--- config.mk ---
export PLATFORM = sky130hd
export DESIGN_NAME = thread_pick
export DESIGN_NICKNAME = d
export VERILOG_FILES = /design/src/rtl/thread_pick.sv
export SDC_FILE = /design/constraint.sdc
export NUM_CORES = 1
export LEC_CHECK = 0
export ABC_CLOCK_PERIOD_IN_PS = 8450
export BUFFER_PORTS_ARGS = -buffer_cell sky130_fd_sc_hd__buf_2
export CORE_ASPECT_RATIO = 1.4
export CORE_MARGIN = 3
export CORE_UTILIZATION = 40
export CTS_BUF_LIST = sky130_fd_sc_hd__clkbuf_16
export DETAILED_ROUTE_END_ITERATION = 8
export PLACE_DENSITY_LB_ADDON = 0.2
export SYNTH_ARGS = -nofsm -noshare
export SYNTH_HDL_FRONTEND = slang
export SYNTH_SLANG_ARGS = --single-unit
export TNS_END_PERCENT = 30
--- constraint.sdc ---
create_clock -name clk -period 8.45 [get_ports clk]
set_clock_uncertainty 0.15 [all_clocks]
set_input_delay 0 -clock clk [delete_from_list [all_inputs] [get_ports clk]]
set_output_delay 0 -clock clk [all_outputs]
set_load 0.005 [all_outputs]
--- src/rtl/thread_pick.sv ---
module thread_pick #(
  parameter int THREADS = 4
) (
  input  logic               clk,
  input  logic               rst_n,
  input  logic [THREADS-1:0] ready,
  input  logic [THREADS-1:0] spec,
  input  logic [THREADS-1:0] miss_set,
  input  logic [THREADS-1:0] miss_clr,
  input  logic [THREADS-1:0] slow_set,
  input  logic [THREADS-1:0] slow_clr,
  output logic [THREADS-1:0] grant,
  output logic               grant_valid
);
  localparam int IW = (THREADS > 1) ? $clog2(THREADS) : 1;

  logic [IW-1:0]      ptr;
  logic [THREADS-1:0] miss_q, slow_q;
  logic [THREADS-1:0] elig, hi_req, lo_req, pick;
  logic [IW-1:0]      nxt_ptr;

  function automatic logic [THREADS-1:0] rr_pick(input logic [THREADS-1:0] req,
                                                 input logic [IW-1:0] start);
    rr_pick = '0;
    for (int k = THREADS - 1; k >= 0; k--) begin
      int idx;
      idx = (int'(start) + k) % THREADS;
      if (req[idx]) begin
        rr_pick = '0;
        rr_pick[idx] = 1'b1;
      end
    end
  endfunction

  assign elig   = ready & ~miss_q & ~slow_q;
  assign hi_req = elig & ~spec;
  assign lo_req = elig & spec;
  assign pick   = (|hi_req) ? rr_pick(hi_req, ptr) : rr_pick(lo_req, ptr);

  assign grant       = pick;
  assign grant_valid = |elig;

  always_comb begin
    nxt_ptr = ptr;
    for (int i = 0; i < THREADS; i++)
      if (pick[i]) nxt_ptr = (i == THREADS - 1) ? '0 : IW'(i + 1);
  end

  always_ff @(posedge clk) begin
    if (!rst_n) begin
      ptr    <= '0;
      miss_q <= '0;
      slow_q <= '0;
    end else begin
      ptr    <= nxt_ptr;
      miss_q <= (miss_q & ~miss_clr) | miss_set;
      slow_q <= (slow_q & ~slow_clr) | slow_set;
    end
  end
endmodule

==> reports/qor.yml <==
report.final.hold_viol_count: 0
gr-usage-all-layers_pct: 20.91
cp.buffers_inverters: 1
n_fill_cell: 258
hold_end: "grant_valid"
synth_seq_area_share_pct: 16.11
dieHeight_um: 71.95
io_buffers: 30
drt-vias-per-instance: 6.149
drt-wirelength-per-cell_um: 16.28
multi_input_area_mm2: 0.001011
place.gp.congestion: 0.8476
reg2reg_to: "ptr[1]"
postSynthAreaPerCell_um2: 9.203
cpPeakStageDelay_ps: 590
synth_cell_types: 49
max_freq_mhz: 291.5
crit_type: "flip-flop to flip-flop"
critPathRequiredTime_ps: 8460
cp_slowest_cell: "mux4_2"
syn2layout_area_growth_pct: 35.15
ios: 31
met2_usage_pct: 37.98
drt_iter0_markers: 41
wirelength_um: 3597
grt_max_degree: 12
dr.pass1.iters: 4
pre_cts_slack_ps: 5088
layout.core_utilization_pct: 57.77
path_cells: "clkinv_1 -> ha_1 -> mux4_2 -> or4_1 -> a32o_1 -> or2_1 -> a31oi_1"
dp.cells: 200
grt_antenna_before_repair: 0
nets: 218
netlist_top_cells_area: "dfxtp_1, mux4_2, ha_1"
final_antenna_net_count: 0
synth_top_area_cell: "dfxtp_1"
grt_pass1_wl_um: 6141
syn_nets: 168
fin_crit_ps: 3430
use_met3_pct: 3.491
fin_ws_ps: 5020
min_path_cells: 4
die_w_um: 53.10
synth_enable_flop_cells: 0
p_leak_nw: 0.6708
start_util_pct: 42.75
final-setup-viol-count: 0
grt-busiest-layer: "met2"
synth_flop_cell: "dfxtp_1"
syn_area_mm2: 0.001242
grt_pass1_vias: 1401
diodes: 0
dp_hpwl_um: 2833
seq_area_um2: 200.2
die-area_mm2: 0.003820
cts-htree-levels: 1
drc: 0
clock_latency_ps: 240
layout-drive-gt1-share_pct: 25.00
max_slew.worst_pin.slew_ps: 716.0
worstHoldStart: "ready[3]"
total_power_mw: 0.3593
cts_tree: "yes"
ys_ff_latch: 10
slew_viol_final: 0
ir_drop_uv: 170.1
syn_inst: 135
status: "finished clean"
cts_made_buffers: 3
cap_violations: 0
crit_path_start_kind: "flip-flop"
relSlewSlack_pct: 51.90
placementRows: 23
ys_warn_count: 0
cts.sinks: 10
vias: 1359
met1_usage_pct: 23.29
tns_ps: 0
async_flop_share_pct: 0
reg2reg_depth: 7
cp_top_family: "simple AND/OR/NAND/NOR gates"
r2r_slack_ps: 5020
post-synth-top-count-cell: "dfxtp_1"
yosysTopAreaCellShare_pct: 16.11
core_region_area_mm2: 0.002907
crit_path_end_kind: "flip-flop"
instances_no_fill: 221
post_cts_buffers: 0
clock_path_buffers: 2
cp.arrival_ps: 3440
reg2reg_from: "ptr[0]"
crit_fanout: 11
hp-class: "input pin to output pin"
clk_pin_slew_ps: 40
powerDensity_mw_per_mm2: 214.0
overflow: 0
period_share_pct: 40.59
rsz0062_at_grt: "false"
yosys-top-cells-count: "dfxtp_1, nor2b_1, o21a_1, ha_1"
cts_root_buffer: "clkbuf_16"
==> where the power goes <==
| group | total [mW] | switching (mW) | internal (mW) |
|---|---|---|---|
| Clock | 0.0851 | 0.0230 | 0.0621 |
| Sequential | 0.0659 | 0.0127 | 0.0532 |
| Combinational | 0.208 | 0.111 | 0.0976 |
==> cell type report <==
type / count / share of cell area, %
inverter: 6 / 1.341
clock buffer: 3 / 4.471
sequential: 10 / 11.92
multi-input combinational: 117 / 60.21
timing repair buffer: 47 / 19.08
tap: 37 / 2.757
clock inverter: 1 / 0.2235
==> tightest hold or removal path: cells and delay by family <==
family	cells	cell delay, ps
AND/OR/NAND/NOR	2	290
buffers and inverters	2	210
==> repair_timing <==
item / in CTS / in global routing
gates resized for setup: 0 / 0
hold buffers: 17 / 0
hold endpoints to repair: 9 / 0
==> through the flow <==
| step | hold WS, ps | instance area, um^2 |
|---|---|---|
| detailed placement | 58.81 | 1430 |
| global placement | 58.31 | 1430 |
| global route | 402.0 | 1679 |
| CTS | 353.3 | 1679 |
| finish | 350.5 | 1679 |
| floorplan | -26.18 | 1242 |
==> cell usage in the layout (no fill, tap or decap), types with 3 or more instances in the layout <==
| master | n |
|---|---|
| nand4_1 | 3 |
| ha_1 | 7 |
| clkbuf_16 | 3 |
| nand2b_1 | 3 |
| nor3_1 | 5 |
| inv_1 | 5 |
| mux4_2 | 4 |
| dlygate4sd3_1 | 17 |
| o22ai_1 | 4 |
| o21a_1 | 8 |
| or4_1 | 5 |
| nand2_1 | 4 |
| buf_2 | 30 |
| o31ai_1 | 4 |
| nor4_1 | 5 |
| o21ai_0 | 3 |
| nor2_1 | 3 |
| or4bb_1 | 4 |
| dfxtp_1 | 10 |
| nor3b_1 | 4 |
| or4b_1 | 4 |
| or3_1 | 3 |
| nor4bb_1 | 3 |
| nor2b_1 | 8 |
==> worst max-delay path by stage <==
stage	startpoint	endpoint	slack (ps)	cells after the start
after floorplan	ptr[0]	ptr[1]	5410	8
after global routing	ptr[0]	ptr[1]	4800	7
after global placement	ptr[0]	ptr[1]	5220	7
after CTS	ptr[0]	ptr[1]	5070	7
final	ptr[0]	ptr[1]	5020	7
after detailed placement	ptr[0]	ptr[1]	5090	7
==> cell families after synthesis <==
family                     Yosys count  share of synthesized area, %
muxes                                5                         9.366
adders and majority gates            7                         7.049
and+or+nand+nor                     67                         41.69
DFF                                 10                         16.11
buffers and inverters                8                         2.517
AOI/OAI and AO/OA                   38                         23.26
==> per-layer routing <==
layer / share of wire [%] / wire [um]
met2: 54 / 1944
met3: 4.6 / 165
met4: 3.6 / 129
met1: 38 / 1358
met5: 0 / 0
==> flip-flops by register name (all words and copies together), names as in the netlist <==
name / count
slow_q: 4
miss_q: 4
ptr: 2
(Power assumes the default switching activity.)
